File: config.mk
export PLATFORM = sky130hd
export DESIGN_NAME = flash_readmode_tracker
export DESIGN_NICKNAME = d
export VERILOG_FILES = /design/src/rtl/flash_rm_pkg.sv /design/src/rtl/rm_cmd_decode.sv /design/src/rtl/rm_mode_table.sv /design/src/rtl/rm_read_mux.sv /design/src/rtl/flash_readmode_tracker.sv
export SDC_FILE = /design/constraint.sdc
export NUM_CORES = 1
export LEC_CHECK = 0
export BUFFER_PORTS_ARGS = -buffer_cell sky130_fd_sc_hd__buf_2
export CORE_AREA = 2 2 134 136
export CTS_BUF_LIST = sky130_fd_sc_hd__clkbuf_4 sky130_fd_sc_hd__clkbuf_8 sky130_fd_sc_hd__clkbuf_16
export CTS_CLUSTER_DIAMETER = 50
export DETAILED_ROUTE_END_ITERATION = 8
export DIE_AREA = 0 0 136 138
export PLACE_DENSITY = 0.64
export SLEW_MARGIN = 20
export SYNTH_ARGS = -nofsm -noshare
export SYNTH_HDL_FRONTEND = slang
export SYNTH_SLANG_ARGS = --single-unit
File: constraint.sdc
create_clock -name clk -period 2.45 [get_ports clk]
set_input_delay 0.1225 -clock clk [delete_from_list [all_inputs] [get_ports clk]]
set_output_delay 0.1225 -clock clk [all_outputs]
set_load 0.02 [all_outputs]
File: src/rtl/flash_rm_pkg.sv
package flash_rm_pkg;

    typedef enum logic [1:0] {
        MODE_ARRAY  = 2'd0,
        MODE_IDENT  = 2'd1,
        MODE_QUERY  = 2'd2,
        MODE_STATUS = 2'd3
    } rmode_e;

    localparam logic [7:0] CMD_ARRAY  = 8'hFF;
    localparam logic [7:0] CMD_IDENT  = 8'h90;
    localparam logic [7:0] CMD_QUERY  = 8'h98;
    localparam logic [7:0] CMD_STATUS = 8'h70;

    typedef struct packed {
        logic   hit;
        rmode_e mode;
    } cmd_dec_t;

    typedef struct packed {
        logic        valid;
        logic        waitf;
        logic [15:0] data;
    } rd_resp_t;

    function automatic cmd_dec_t decode_cmd(input logic [7:0] code);
        cmd_dec_t d;
        d.hit  = 1'b1;
        d.mode = MODE_ARRAY;
        case (code)
            CMD_ARRAY:  d.mode = MODE_ARRAY;
            CMD_IDENT:  d.mode = MODE_IDENT;
            CMD_QUERY:  d.mode = MODE_QUERY;
            CMD_STATUS: d.mode = MODE_STATUS;
            default:    d.hit  = 1'b0;
        endcase
        return d;
    endfunction

endpackage

File: src/rtl/rm_cmd_decode.sv
module rm_cmd_decode
    import flash_rm_pkg::*;
#(
    parameter int ADDR_W = 23,
    parameter int PART_W = 5
) (
    input  logic              cmd_wr,
    input  logic [ADDR_W-1:0] addr,
    input  logic [7:0]        cmd_byte,
    output logic              upd_en,
    output logic [PART_W-1:0] upd_part,
    output rmode_e            upd_mode
);
    cmd_dec_t dec;

    always_comb begin
        dec      = decode_cmd(cmd_byte);
        upd_en   = cmd_wr && dec.hit;
        upd_part = addr[ADDR_W-1 -: PART_W];
        upd_mode = dec.mode;
    end
endmodule

File: src/rtl/rm_mode_table.sv
module rm_mode_table
    import flash_rm_pkg::*;
#(
    parameter int PART_W = 5,
    localparam int NPART = 1 << PART_W
) (
    input  logic              clk,
    input  logic              rst,
    input  logic              upd_en,
    input  logic [PART_W-1:0] upd_part,
    input  rmode_e            upd_mode,
    input  logic [PART_W-1:0] rd_part,
    output rmode_e            rd_mode
);
    rmode_e mode_q [NPART];

    for (genvar g = 0; g < NPART; g++) begin : g_entry
        always_ff @(posedge clk) begin
            if (rst)
                mode_q[g] <= MODE_ARRAY;
            else if (upd_en && upd_part == PART_W'(g))
                mode_q[g] <= upd_mode;
        end
    end

    assign rd_mode = mode_q[rd_part];
endmodule

File: src/rtl/rm_read_mux.sv
module rm_read_mux
    import flash_rm_pkg::*;
#(
    parameter int          ADDR_W   = 23,
    parameter int          PART_W   = 5,
    parameter int          BLK_AW   = 15,
    parameter logic [15:0] MFR_CODE = 16'h00B3,
    parameter logic [15:0] DEV_CODE = 16'h7E21,
    localparam int         NPART    = 1 << PART_W,
    localparam int         OFF_W    = ADDR_W - PART_W
) (
    input  logic                clk,
    input  logic                rst,
    input  logic                rd_req,
    input  logic [ADDR_W-1:0]   addr,
    input  rmode_e              mode,
    input  logic [15:0]         arr_data,
    input  logic [15:0]         qry_data,
    input  logic                lock_bit,
    input  logic [NPART*8-1:0]  stat_bus,
    output rd_resp_t            resp
);
    logic [PART_W-1:0] part;
    logic [OFF_W-1:0]  offset;
    logic [15:0]       id_word;
    logic [15:0]       sel_word;

    always_comb begin
        part   = addr[ADDR_W-1 -: PART_W];
        offset = addr[OFF_W-1:0];
        if (offset == '0)
            id_word = MFR_CODE;
        else if (offset == OFF_W'(1))
            id_word = DEV_CODE;
        else if (addr[BLK_AW-1:0] == BLK_AW'(2))
            id_word = {15'b0, lock_bit};
        else
            id_word = '0;

        unique case (mode)
            MODE_ARRAY:  sel_word = arr_data;
            MODE_IDENT:  sel_word = id_word;
            MODE_QUERY:  sel_word = qry_data;
            MODE_STATUS: sel_word = {8'h00, stat_bus[part*8 +: 8]};
            default:     sel_word = arr_data;
        endcase
    end

    always_ff @(posedge clk) begin
        if (rst) begin
            resp <= '0;
        end else begin
            resp.valid <= rd_req;
            resp.waitf <= rd_req && (mode != MODE_ARRAY);
            resp.data  <= rd_req ? sel_word : resp.data;
        end
    end
endmodule

File: src/rtl/flash_readmode_tracker.sv
module flash_readmode_tracker
    import flash_rm_pkg::*;
#(
    parameter int          ADDR_W   = 23,
    parameter int          PART_W   = 5,
    parameter int          BLK_AW   = 15,
    parameter logic [15:0] MFR_CODE = 16'h00B3,
    parameter logic [15:0] DEV_CODE = 16'h7E21,
    localparam int         NPART    = 1 << PART_W
) (
    input  logic               clk,
    input  logic               rst,
    input  logic [ADDR_W-1:0]  addr,
    input  logic               cmd_wr,
    input  logic [7:0]         cmd_byte,
    input  logic               rd_req,
    input  logic [15:0]        arr_data,
    input  logic [15:0]        qry_data,
    input  logic               lock_bit,
    input  logic [NPART*8-1:0] stat_bus,
    output logic [15:0]        rd_data,
    output logic               rd_valid,
    output logic               wait_o
);
    logic              upd_en;
    logic [PART_W-1:0] upd_part;
    rmode_e            upd_mode;
    rmode_e            rd_mode;
    rd_resp_t          resp;

    rm_cmd_decode #(.ADDR_W(ADDR_W), .PART_W(PART_W)) u_dec (
        .cmd_wr   (cmd_wr),
        .addr     (addr),
        .cmd_byte (cmd_byte),
        .upd_en   (upd_en),
        .upd_part (upd_part),
        .upd_mode (upd_mode)
    );

    rm_mode_table #(.PART_W(PART_W)) u_tbl (
        .clk      (clk),
        .rst      (rst),
        .upd_en   (upd_en),
        .upd_part (upd_part),
        .upd_mode (upd_mode),
        .rd_part  (addr[ADDR_W-1 -: PART_W]),
        .rd_mode  (rd_mode)
    );

    rm_read_mux #(
        .ADDR_W(ADDR_W), .PART_W(PART_W), .BLK_AW(BLK_AW),
        .MFR_CODE(MFR_CODE), .DEV_CODE(DEV_CODE)
    ) u_mux (
        .clk      (clk),
        .rst      (rst),
        .rd_req   (rd_req),
        .addr     (addr),
        .mode     (rd_mode),
        .arr_data (arr_data),
        .qry_data (qry_data),
        .lock_bit (lock_bit),
        .stat_bus (stat_bus),
        .resp     (resp)
    );

    assign rd_data  = resp.data;
    assign rd_valid = resp.valid;
    assign wait_o   = resp.waitf;
endmodule

# Yosys cells after proc, flatten, opt, wreduce, memory -nomap -nowiden
# Memory sizes are Yosys's and may differ from the RTL's.
# Index checks and enable logic that the tools add are counted.
[word_totals]
register_bits = 18
ramBits = 64
out_inout_bits = 18
n_memories = 1
[classes]
shifts = 1
bitwise = 32
n_reduce_logical = 39
eq_ne = 40
muxes = 136
[memory_table]
columns = ["name", "depth", "word_bits", "read_ports", "rd_clocked_by_memory_dff", "write_ports", "line_no", "text"]
rows = [
  ["u_tbl.mode_q", 32, 2, 1, 0, 32, "rm_mode_table.sv:15", "rmode_e mode_q [NPART];"],
]
[op_table]
columns = ["cell", "count"]
rows = [
  ["$shiftx 256x9->8", 1],
  ["$mux 1", 100],
  ["$eq 5x5->1 const B", 16],
  ["$mux 2", 32],
  ["$pmux 16 s4", 1],
  ["$eq 5x4->1 const B", 8],
  ["$logic_and 1x1->1", 34],
  ["$mux 16", 2],
  ["$or 1x1->1", 32],
  ["$eq 8x8->1 const B", 3],
  ["$eq 5x3->1 const B", 4],
  ["$eq 18x1->1 const B", 1],
  ["$logic_not 18->1", 1],
  ["$eq 15x2->1 const B", 1],
  ["$eq 5x2->1 const B", 2],
  ["$eq 8x7->1 const B", 1],
  ["$pmux 2 s3", 1],
  ["$eq 5x1->1 const B", 1],
  ["$logic_not 5->1", 1],
  ["$eq 2x2->1 const B", 2],
  ["$reduce_or 4->1", 1],
  ["$eq 2x1->1 const B", 1],
  ["$logic_not 2->1", 1],
  ["$reduce_bool 2->1", 1],
]

# Longest topological paths before layout
[depth]
ltp_word = 9
depth_mapped = 11
mapped_depth_nobuf = 6

# By module
# A second synthesis with hierarchy kept.
[unflattened]
cells_unflattened = 581
hier_area_um2 = 6458.7
[by_module_without_submodules]
columns = ["mod", "instances", "cells_per_inst", "area_each_um2"]
rows = [
  ["rm_mode_table", 1, 274, 3211.8],
  ["rm_read_mux", 1, 286, 3096.7],
  ["rm_cmd_decode", 1, 21, 150.1],
]

# Worst setup path after synthesis
# OpenSTA, ideal clock, no wires.
[synth_timing]
path_kind = "input to register"
from = "input port addr[18]"
to = "register u_mux.resp[7] (netlist name)"
path_stages = 9
arrival_time_ns = 1.949
path_slack_ns = 0.373
t_required_ns = 2.321
cell_sequence = "buf_4 buf_2 buf_2 mux4_2 nor2_1 nor2_1 a31o_2 mux2i_1 o211ai_1"
[synth_via]
elab_chain_cells = 3
[synth_rtl]
columns = ["item", "line_no", "text"]
rows = [
  ["start, declared", "flash_readmode_tracker.sv:13", "input logic [ADDR_W-1:0] addr,"],
  ["parallel branches: the longest is 2 deep, another holds $shiftx 256x9->8", "-", ""],
  ["$pmux 16 s4 (*)", "rm_read_mux.sv:40", "unique case (mode)"],
]
# Mark *: on every way between the ends.
# A chain may end at the register's enable or synchronous reset.

# Worst setup path in the final report
[layout_timing]
from = "memory u_tbl.mode_q[29][0] (netlist name)"
to = "register u_mux.resp[10] (netlist name)"
[layout_via]
elab_chain_cells = 3
[layout_rtl]
columns = ["item", "line_no"]
rows = [
  ["start, declared", "rm_mode_table.sv:15"],
  ["$mem_v2 32x2 (*)", "-"],
  ["$eq 2x2->1, or another cell as far along", "rm_read_mux.sv:40"],
  ["$pmux 16 s4 (*)", "rm_read_mux.sv:40"],
]
# Every way passes the cells marked *; elsewhere a longest branch is shown, timed or not.

==> impl_metrics.yaml <==
global_routing:
  grt_pass1_wl_um: 38000
  antenna_found_initial: 11
  grt-ovfl-total: 0
  grt_max_degree: 39
  grtUsageTotal_pct: 27.6
  grt_pass1_vias: 6457
die:
  fp.dieW_um: 136
  die_h_um: 138
  io_pins: 342
  start_util_pct: 36.5
  rows: 49
  core_um2: 17500
  dieArea_um2: 18800
setup_path:
  max_stage_delay_ns: 0.52
  rr_worst_depth: 7
  cp_data_required_time_ns: 2.71
  critPathSlowestCell: "mux4_1"
  rrSetupSlack_ns: 0.26
  cp_data_arrival_time_ns: 2.45
  crit_path_end_kind: "flip-flop"
  path_max_fanout: 13
  worst_setup_path_start_kind: "flip-flop"
  critPathKind: "flip-flop to flip-flop"
  worstReg2RegEnd: "u_mux.resp[10]"
  r2r_start: "u_tbl.mode_q[29][0]"
  crit_chain: "mux4_1, mux2i_1, nand3_1, nand3_2, buf_4, nand2_1, a221oi_2"
sta:
  finalSetupTns_ns: 0
  setup_ws_ns: 0.260
  fmax_ghz: 0.457
  setup_viol: 0
  skew_ns: 0.00332
  finalHoldViolations: 0
  holdWs_ns: 0.0338
  finalCritPeriodShare_pct: 89.4
  fin_crit_ns: 2.19
  rsz0062_at_grt: "no"
  worst_pin_slew_ns: 0.571
  relSlewSlack_pct: 61.8
  final_max_slew_viol_count: 0
layout:
  fin_nets: 1211
  area_growth_pct: 35.8
  drive_gt1_share_pct: 54.9
  n_fill_cell: 1669
cts:
  cts-hold-fix-buffers: 0
  clk_path_buf_depth: 2
  htree_levels: 3
  path_clk_slew_ns: 0.06
  cts_buffers: 9
  clock-root-buffer: "clkbuf_16"
  post-cts-setup-buffers: 0
  cts.sinks: 82
  cts_resized: 0
  insertion_delay_ns: 0.35
  cts_tree: "done"
synthesis:
  synth_nets: 874
  synth_edf_count: 64
  syn-instance-count: 550
  ys_ff_latch: 82
  synth.distinct_cells: 62
  synthFlopType: "edfxtp_1"
  yosysSeqAreaShare_pct: 35.6
  synth_warnings: 0
  avgSynthCellArea_um2: 11.6
  syn-cell-area_um2: 6400
  synthArstFlopShare_pct: 0
placement:
  routabilityCongestion: 0.948
  dp_hpwl_um: 21700
  dpl_worst_slack_ns: 0.0327
  port_buffers: 341
run:
  max_cap_violations: 0
detailed_routing:
  wl_um: 26600
  via_per_inst: 5.74
  vias: 6495
  wl_per_cell_um: 23.6
  drc: 0
  drtIter0Drc: 458
  ant_nets: 0
  drt_first_pass_iters: 5
power:
  p_leak_nw: 3.54
  totalPowerFinal_mw: 4.16
  powerDensity_nw_per_um2: 479
  ir_drop_mv: 0.330
worst_hold_path:
  whs_path_depth: 3
  hold_class: "input pin to flip-flop"
  hold_path_startpoint: "qry_data[12]"
  hold_end: "u_mux.resp[12]"
run_status:
  status: "finished, final reports clean"
[placed cells by master (no fill, tap or decap), types with 16 or more instances in the layout]
cell and n:
mux2i_1 24, buf_4 31, nand2_1 29, nand3_1 16, edfxtp_1 64, nor2_1 86
o21ai_0 43, buf_2 339, dfxtp_1 18, mux4_2 71
[layer usage]
metal / GRT usage, % / part of all wire (%) / vias up
met5: 2.91 / 0.29 / -
met4: 14.5 / 4.2 / 2
met3: 7.37 / 8.5 / 51
met2: 44.1 / 49 / 323
met1: 33.8 / 38 / 3200
li1: - / - / 2919
[worst max-delay path: cells and delay by family, from the launching register on]
kind,cells,cell delay (ns)
multiplexers,2,0.72
AND/OR/NAND/NOR,3,0.56
AO/OA/AOI/OAI,1,0.21
buffers and inverters,1,0.19
flip-flops,1,0.41
[state kept, by name (all words and copies together), names as in the netlist]
name / flops
u_tbl.mode_q: 64
u_mux.resp: 18
[cells by family (layout without fill, tap and decap cells)]
family                 after synthesis  in the layout  share of synthesized area, %
flip-flops                          82             82                          35.6
other                                0             11                             0
AND/OR/NAND/NOR                    188            188                          14.0
AO/OA/AOI/OAI                      121            121                          14.2
multiplexers                       109            109                          31.8
buffers and inverters               50            391                          4.36
[worst max path at each step]
| stage | start | end | depth (start not counted) |
|---|---|---|---|
| after floorplan | addr[18] | u_mux.resp[7] | 9 |
| after global placement | addr[19] | u_mux.resp[0] | 8 |
| after detailed placement | addr[19] | u_mux.resp[0] | 8 |
| after CTS | u_tbl.mode_q[29][0] | u_mux.resp[10] | 7 |
| after global routing | u_tbl.mode_q[29][0] | u_mux.resp[4] | 6 |
| final | u_tbl.mode_q[29][0] | u_mux.resp[10] | 7 |
[where the power goes]
group	internal, mW	switching, mW
Clock	0.793	0.564
Combinational	0.591	0.598
Sequential	1.58	0.0346
Total	2.96	1.20
[synth_stat cells, types with 2 or more instances]
library cell / number / area, um2
a211oi_1: 2 / 15.0
a21oi_1: 7 / 35.0
a221o_1: 2 / 20.0
a221oi_2: 8 / 120
a22oi_1: 12 / 90.1
a31oi_1: 3 / 18.8
a32o_1: 2 / 20.0
a32oi_1: 2 / 17.5
a41oi_1: 3 / 26.3
and3_1: 3 / 18.8
buf_1: 3 / 11.3
buf_2: 10 / 50.1
buf_4: 11 / 82.6
buf_6: 5 / 56.3
clkbuf_1: 16 / 60.1
dfxtp_1: 18 / 360
edfxtp_1: 64 / 1920
inv_1: 5 / 18.8
mux2_2: 10 / 113
mux2_4: 2 / 30.0
mux2i_1: 24 / 240
mux4_1: 2 / 52.6
mux4_2: 71 / 1600
nand2_1: 29 / 109
nand2b_1: 3 / 18.8
nand3_1: 16 / 80.1
nand3b_1: 4 / 30.0
nand4_1: 9 / 56.3
nor2_1: 86 / 323
nor2b_1: 10 / 62.6
nor3_1: 12 / 60.1
nor3b_2: 2 / 25.0
nor4_1: 5 / 31.3
o2111ai_1: 3 / 26.3
o211ai_1: 5 / 37.5
o21ai_0: 43 / 215
o22ai_1: 9 / 56.3
o31a_1: 3 / 26.3
o32ai_1: 3 / 26.3
[area by class of cell]
type | count | area, um2 | area share (%)
clock buffer | 10 | 233 | 2.68
tap | 229 | 287 | 3.30
antenna | 11 | 27.5 | 0.317
clock inverter | 5 | 55.1 | 0.633
timing repair buffer | 371 | 1950 | 22.4
multi-input combinational | 418 | 3840 | 44.2
sequential | 82 | 2280 | 26.3
inverter | 5 | 18.8 | 0.216
[per-stage QoR]
step | cells | cell area (um2) | util [%]
2_1_floorplan | 550 | 6400 | -
3_3_place_gp | 1105 | 8380 | 47.8
3_5_place_dp | 1105 | 8380 | 47.8
4_1_cts | 1120 | 8670 | 49.4
5_1_grt | 1130 | 8690 | 49.6
6_report | 1131 | 8690 | 49.6
Note: power is estimated with default switching activity, not from simulation.
